**config.mk**
```make
export PLATFORM = sky130hd
export DESIGN_NAME = mesi_line_ctrl
export DESIGN_NICKNAME = d
export VERILOG_FILES = /design/src/rtl/mesi_pkg.sv /design/src/rtl/mesi_tag_array.sv /design/src/rtl/mesi_snoop_resp.sv /design/src/rtl/mesi_req_fsm.sv /design/src/rtl/mesi_line_ctrl.sv
export SDC_FILE = /design/constraint.sdc
export NUM_CORES = 1
export LEC_CHECK = 0
export BUFFER_PORTS_ARGS = -buffer_cell sky130_fd_sc_hd__buf_4
export CAP_MARGIN = 0
export CORE_ASPECT_RATIO = 1.2
export CORE_MARGIN = 4
export CORE_UTILIZATION = 40
export DETAILED_ROUTE_END_ITERATION = 7
export GPL_TIMING_DRIVEN = 0
export HOLD_SLACK_MARGIN = 0.05
export SYNTH_ARGS = -nofsm -noshare
export SYNTH_HDL_FRONTEND = slang
export SYNTH_SLANG_ARGS = --single-unit
```
**constraint.sdc**
```tcl
create_clock -name clk -period 4.4 [get_ports clk]
set_input_delay 0.22 -clock clk [delete_from_list [all_inputs] [get_ports clk]]
set_output_delay 0.22 -clock clk [all_outputs]
set_load 0.01 [all_outputs]
```
**src/rtl/mesi_pkg.sv**
```systemverilog
package mesi_pkg;
   localparam logic [1:0] ST_I = 2'd0;
   localparam logic [1:0] ST_S = 2'd1;
   localparam logic [1:0] ST_E = 2'd2;
   localparam logic [1:0] ST_M = 2'd3;

   localparam logic [1:0] CMD_RD  = 2'd0;
   localparam logic [1:0] CMD_RDX = 2'd1;
   localparam logic [1:0] CMD_WB  = 2'd2;
endpackage

```
**src/rtl/mesi_tag_array.sv**
```systemverilog
module mesi_tag_array #(
   parameter int INDEX_W = 2,
   parameter int TAG_W   = 4
) (
   input  logic               clk,
   input  logic               rst_n,
   input  logic [INDEX_W-1:0] a_idx,
   output logic [TAG_W-1:0]   a_tag,
   output logic [1:0]         a_st,
   input  logic [INDEX_W-1:0] b_idx,
   output logic [TAG_W-1:0]   b_tag,
   output logic [1:0]         b_st,
   input  logic               we,
   input  logic [INDEX_W-1:0] w_idx,
   input  logic [TAG_W-1:0]   w_tag,
   input  logic [1:0]         w_st
);
   localparam int LINES = 1 << INDEX_W;

   logic [TAG_W-1:0] tag_q [LINES];
   logic [1:0]       st_q  [LINES];

   for (genvar gi = 0; gi < LINES; gi++) begin : g_line
      always_ff @(posedge clk) begin
         if (!rst_n) begin
            st_q[gi]  <= mesi_pkg::ST_I;
            tag_q[gi] <= '0;
         end else if (we && (w_idx == INDEX_W'(gi))) begin
            st_q[gi]  <= w_st;
            tag_q[gi] <= w_tag;
         end
      end
   end

   assign a_tag = tag_q[a_idx];
   assign a_st  = st_q[a_idx];
   assign b_tag = tag_q[b_idx];
   assign b_st  = st_q[b_idx];
endmodule

```
**src/rtl/mesi_snoop_resp.sv**
```systemverilog
module mesi_snoop_resp (
   input  logic       snp_valid,
   input  logic [1:0] snp_cmd,
   input  logic       tag_match,
   input  logic [1:0] cur_st,
   output logic       shared_o,
   output logic       flush_o,
   output logic       upd_o,
   output logic [1:0] nxt_st
);
   import mesi_pkg::*;
   logic held;

   always_comb begin
      held     = snp_valid && tag_match && (cur_st != ST_I);
      shared_o = 1'b0;
      flush_o  = 1'b0;
      upd_o    = 1'b0;
      nxt_st   = cur_st;
      if (held) begin
         unique case (snp_cmd)
            CMD_RD: begin
               shared_o = 1'b1;
               flush_o  = (cur_st == ST_M);
               upd_o    = (cur_st != ST_S);
               nxt_st   = ST_S;
            end
            CMD_RDX: begin
               flush_o  = (cur_st == ST_M);
               upd_o    = 1'b1;
               nxt_st   = ST_I;
            end
            default: ;
         endcase
      end
   end
endmodule

```
**src/rtl/mesi_req_fsm.sv**
```systemverilog
module mesi_req_fsm #(
   parameter int ADDR_W  = 6,
   parameter int INDEX_W = 2
) (
   input  logic                      clk,
   input  logic                      rst_n,
   input  logic                      cpu_valid,
   input  logic                      cpu_write,
   input  logic [ADDR_W-1:0]         cpu_addr,
   input  logic                      snp_valid,
   input  logic [ADDR_W-INDEX_W-1:0] line_tag,
   input  logic [1:0]                line_st,
   input  logic                      bus_done,
   input  logic                      bus_shared_in,
   output logic                      cpu_done,
   output logic                      cpu_hit,
   output logic                      bus_valid,
   output logic [1:0]                bus_cmd,
   output logic [ADDR_W-1:0]         bus_addr,
   output logic                      we,
   output logic [INDEX_W-1:0]        w_idx,
   output logic [ADDR_W-INDEX_W-1:0] w_tag,
   output logic [1:0]                w_st
);
   import mesi_pkg::*;
   localparam int TAG_W = ADDR_W - INDEX_W;

   logic              busy_q, used_q;
   logic [1:0]        cmd_q;
   logic [ADDR_W-1:0] addr_q;
   logic              look, hit, local_ok, start;
   logic [1:0]        start_cmd;
   logic [ADDR_W-1:0] start_addr;
   logic [INDEX_W-1:0] idx;
   logic [TAG_W-1:0]   tag;

   assign idx = cpu_addr[INDEX_W-1:0];
   assign tag = cpu_addr[ADDR_W-1:INDEX_W];

   always_comb begin
      look     = !busy_q && cpu_valid && !snp_valid;
      hit      = (line_st != ST_I) && (line_tag == tag);
      local_ok = hit && (!cpu_write || line_st[1]);
      start    = look && !local_ok;
      if (!hit && line_st == ST_M) begin
         start_cmd  = CMD_WB;
         start_addr = {line_tag, idx};
      end else begin
         start_cmd  = cpu_write ? CMD_RDX : CMD_RD;
         start_addr = cpu_addr;
      end
      cpu_done = look && local_ok;
      cpu_hit  = cpu_done && !used_q;
      we       = 1'b0;
      w_idx    = idx;
      w_tag    = tag;
      w_st     = ST_M;
      if (busy_q && bus_done) begin
         we    = 1'b1;
         w_idx = addr_q[INDEX_W-1:0];
         w_tag = addr_q[ADDR_W-1:INDEX_W];
         unique case (cmd_q)
            CMD_WB:  w_st = ST_I;
            CMD_RD:  w_st = bus_shared_in ? ST_S : ST_E;
            default: w_st = ST_M;
         endcase
      end else if (cpu_done && cpu_write) begin
         we = 1'b1;
      end
   end

   always_ff @(posedge clk) begin
      if (!rst_n) begin
         busy_q <= 1'b0;
         used_q <= 1'b0;
         cmd_q  <= CMD_RD;
         addr_q <= '0;
      end else begin
         if (start) begin
            busy_q <= 1'b1;
            used_q <= 1'b1;
            cmd_q  <= start_cmd;
            addr_q <= start_addr;
         end else if (busy_q && bus_done) begin
            busy_q <= 1'b0;
         end
         if (cpu_done) used_q <= 1'b0;
      end
   end

   assign bus_valid = busy_q;
   assign bus_cmd   = cmd_q;
   assign bus_addr  = addr_q;
endmodule

```
**src/rtl/mesi_line_ctrl.sv**
```systemverilog
module mesi_line_ctrl #(
   parameter int ADDR_W  = 16,
   parameter int INDEX_W = 3
) (
   input  logic              clk,
   input  logic              rst_n,
   input  logic              cpu_valid,
   input  logic              cpu_write,
   input  logic [ADDR_W-1:0] cpu_addr,
   output logic              cpu_done,
   output logic              cpu_hit,
   output logic              bus_valid,
   output logic [1:0]        bus_cmd,
   output logic [ADDR_W-1:0] bus_addr,
   input  logic              bus_done,
   input  logic              bus_shared_in,
   input  logic              snp_valid,
   input  logic [1:0]        snp_cmd,
   input  logic [ADDR_W-1:0] snp_addr,
   output logic              snp_shared,
   output logic              snp_flush
);
   localparam int TAG_W = ADDR_W - INDEX_W;

   if (INDEX_W < 1 || INDEX_W > 8 || TAG_W < 1) begin : g_bad_cfg
      initial $fatal(1, "mesi_line_ctrl: INDEX_W must be 1..8 and below ADDR_W");
   end

   logic [TAG_W-1:0]   a_tag, b_tag, f_tag, w_tag;
   logic [1:0]         a_st, b_st, s_nxt, f_st, w_st;
   logic [INDEX_W-1:0] f_idx, w_idx;
   logic               f_we, s_upd, w_en;

   mesi_tag_array #(.INDEX_W(INDEX_W), .TAG_W(TAG_W)) u_arr (
      .clk(clk), .rst_n(rst_n),
      .a_idx(cpu_addr[INDEX_W-1:0]), .a_tag(a_tag), .a_st(a_st),
      .b_idx(snp_addr[INDEX_W-1:0]), .b_tag(b_tag), .b_st(b_st),
      .we(w_en), .w_idx(w_idx), .w_tag(w_tag), .w_st(w_st)
   );

   mesi_snoop_resp u_snp (
      .snp_valid(snp_valid), .snp_cmd(snp_cmd),
      .tag_match(b_tag == snp_addr[ADDR_W-1:INDEX_W]), .cur_st(b_st),
      .shared_o(snp_shared), .flush_o(snp_flush), .upd_o(s_upd), .nxt_st(s_nxt)
   );

   mesi_req_fsm #(.ADDR_W(ADDR_W), .INDEX_W(INDEX_W)) u_fsm (
      .clk(clk), .rst_n(rst_n),
      .cpu_valid(cpu_valid), .cpu_write(cpu_write), .cpu_addr(cpu_addr),
      .snp_valid(snp_valid), .line_tag(a_tag), .line_st(a_st),
      .bus_done(bus_done), .bus_shared_in(bus_shared_in),
      .cpu_done(cpu_done), .cpu_hit(cpu_hit),
      .bus_valid(bus_valid), .bus_cmd(bus_cmd), .bus_addr(bus_addr),
      .we(f_we), .w_idx(f_idx), .w_tag(f_tag), .w_st(f_st)
   );

   always_comb begin
      w_en  = f_we || s_upd;
      w_idx = f_we ? f_idx : snp_addr[INDEX_W-1:0];
      w_tag = f_we ? f_tag : b_tag;
      w_st  = f_we ? f_st  : s_nxt;
   end
endmodule

```
==> metrics.txt <==
yosys synthesis warning count=0; die width=roughly 140 um; Syn Nets=roughly 710; DP Wirelength=between 20000 and 25000 um; antenna violations before repair=0; Slew HR=0.240; period utilisation layout=0.992; first-pass GRT wire length=42800 um; slowest cell delay on critical path=about 0.60 ns; critical-path cell list=mux4_2 -> mux2i_1 -> xor2_1 -> nand4_1 -> or4_4 -> o31ai_4 -> mux2i_2 -> buf_2 -> o21ai_1 -> buf_4; htree depth=4; crit path max fanout=10; die footprint=0.0229 mm^2; critical path type=flip-flop to flip-flop; gr usage total=0.253; Max Cap Viol=0; CP required=approximately 4.6 ns; Syn Area/Cell=between 10 and 15 um^2; P&R area growth vs syn=20.4%; Seq cells post-synth=140; clock skew=slightly below 0.008 ns; netlist area before placement=between 0.008 and 0.009 mm^2; Post-Synthesis Cells=between 600 and 700; critical path endpoint category=flip-flop; Final WS setup=0.0366 ns; # IOs=64; final net count=just over 800; top post-synthesis cells by area=edfxtp_1 (44%), mux2i_1 (10%), mux4_2 (9.8%); Max Fclk=0.229 GHz; Hold WS=~0.064 ns; largest net degree at the start of global routing=20; Vias/cell=approximately 6.6; clock buffer depth=2; pre-CTS setup slack=-1.23 ns; CP Buf/Inv Count=2; RSZ-0062 raised after global routing=false; post-synthesis sequential area ratio=0.486; I/O Buffers=60; post-route ant nets=0; post-synth top area share=0.438; vias in the first global route=~7000; Main synth FF type=edfxtp_1; outcome=complete, but fails checks; startpoint types=flip-flop; most numerous cell in the Yosys netlist=edfxtp_1; area of the multi-input gates=0.00395 mm^2; Util after Layout=0.489; routed vias=just under 7000; Finish-stage setup viols=0; WL per Instance=around 28 um; Initial DRT Pass Iterations=8; Yosys top cell by area=edfxtp_1; filler cell count=between 1500 and 2000; CORE AREA=around 0.020 mm^2; library cells used by synthesis=between 40 and 50; Async S/R FF share, synth=0; row cnt=57; VDD IR-drop max=196 uV; min Tclk post-route=~4.4 ns; total inserted antenna cells=0; Register Area=~0.004 mm^2; Fin. Hold Viols=0; Skew-Pair Late Insertion Delay=0.44 ns; setup TNS=0 ns; Clk pin slew, worst setup/hold paths=0.07 ns; power density over the cells=roughly 360 mW/mm^2; number of DRC markers in iteration 0=848; gr ovfl total=0; fraction of layout cells with a size suffix above 1=0.273; WP data arrival=between 4 and 5 ns; CTS buffer count=17; Slew @ Worst Pin=roughly 1.1 ns; Routed WL=between 20000 and 30000 um; Die Y=about 170 um; Critical Path Slowest Stage Cell=mux2i_2; most common library cells after synthesis=edfxtp_1 (120), nor4_1 (116), mux2i_1 (85); Hold Path Class=input pin to flip-flop; root buf cell=clkbuf_16; CTS sink count=140; CP top delay family=multiplexers; Slew Limit Fails=0; CTS tree=done; Initial Util=0.406; failing checks=design-rule violations; number of synthesized flops with an enable pin=120; total power=3.59 mW; Pleak=between 3 and 4 nW; DRC=1; gpl congestion=~0.95
## registers in the layout, summed over array words and instances (netlist names)
name and count:
u_fsm.bus_addr 16, u_fsm.bus_cmd 2, u_fsm.used_q 1, u_fsm.bus_valid 1
u_arr.st_q 16, u_arr.tag_q 104
## worst paths after layout
path                                   startpoint                                to  slack, ns  depth (start not counted)
hold reg to reg     u_fsm.bus_cmd[0]$_SDFFE_PN0P_     u_fsm.bus_cmd[0]$_SDFFE_PN0P_       0.50                          2
setup / recovery  u_arr.tag_q[7][6]$_SDFFCE_PN0P_  u_arr.tag_q[6][12]$_SDFFCE_PN0P_       0.04                         10
setup reg to reg  u_arr.tag_q[7][6]$_SDFFCE_PN0P_  u_arr.tag_q[6][12]$_SDFFCE_PN0P_       0.04                         10
hold / removal                       cpu_addr[10]   u_fsm.bus_addr[10]$_SDFFE_PN0P_       0.06                          2
## power by group
group	internal [mW]	switching (mW)
Combinational	0.219	0.367
Clock	0.811	0.660
Sequential	1.49	0.0380
## stage by stage
step,area [um^2],std cells
floorplan,8230,666
global placement,9010,991
detailed placement,9120,999
CTS,9890,1045
global route,9910,1044
finish,9910,1044
## cell usage in the layout, fill, tap and decap left out, types with 5 or more instances in the layout
| cell type | instances |
|---|---|
| a21oi_1 | 6 |
| a221o_1 | 13 |
| a22o_1 | 16 |
| a22oi_1 | 8 |
| buf_1 | 7 |
| buf_2 | 20 |
| buf_4 | 73 |
| clkbuf_1 | 27 |
| clkbuf_16 | 17 |
| dfxtp_1 | 20 |
| dlygate4sd3_1 | 12 |
| edfxtp_1 | 120 |
| inv_1 | 5 |
| inv_6 | 5 |
| mux2_2 | 15 |
| mux2i_1 | 81 |
| mux4_2 | 36 |
| nand2_1 | 15 |
| nor2_1 | 31 |
| nor3_1 | 10 |
| nor4_1 | 115 |
| nor4_2 | 8 |
| o21ai_0 | 15 |
| o21ai_2 | 5 |
| or3_1 | 9 |
| xnor2_1 | 9 |
| xor2_1 | 7 |
## cells by family (layout without fill, tap and decap cells)
logic type                Yosys count  count (layout)  synth area share
and+or+nand+nor                   223             223             0.162
DFF                               140             140             0.486
muxes                             136             136             0.222
AOI/OAI and AO/OA                  77              77            0.0701
buffers and inverters              74             187            0.0421
xor gates and xnor gates           16              16            0.0170
## per-layer routing
layer  track usage  up-vias  part of all wire
met5             0        -                 0
met4         0.149        0             0.052
met3        0.0438       96             0.093
met2         0.438      434              0.50
met1         0.296     3408              0.36
li1              -     2939                 -
## repair_timing
item,CTS,global route
hold buffers,12,0
gates cloned,0,0
setup endpoints to repair,167,83
resized for setup,8,7
hold endpoints to repair,12,0
pin swaps,1,0
buffers inserted,3,0
## layout make-up
type / count / area share
plain buffers: 66 / 0.0324
clock buffers: 17 / 0.0429
clock inverters: 15 / 0.0176
inverters: 6 / 0.00227
multi-input cells: 452 / 0.398
flip-flops and latches: 140 / 0.404
well taps: 265 / 0.0335
repair buffers: 83 / 0.0689
Note: power is estimated with default switching activity, not from simulation.
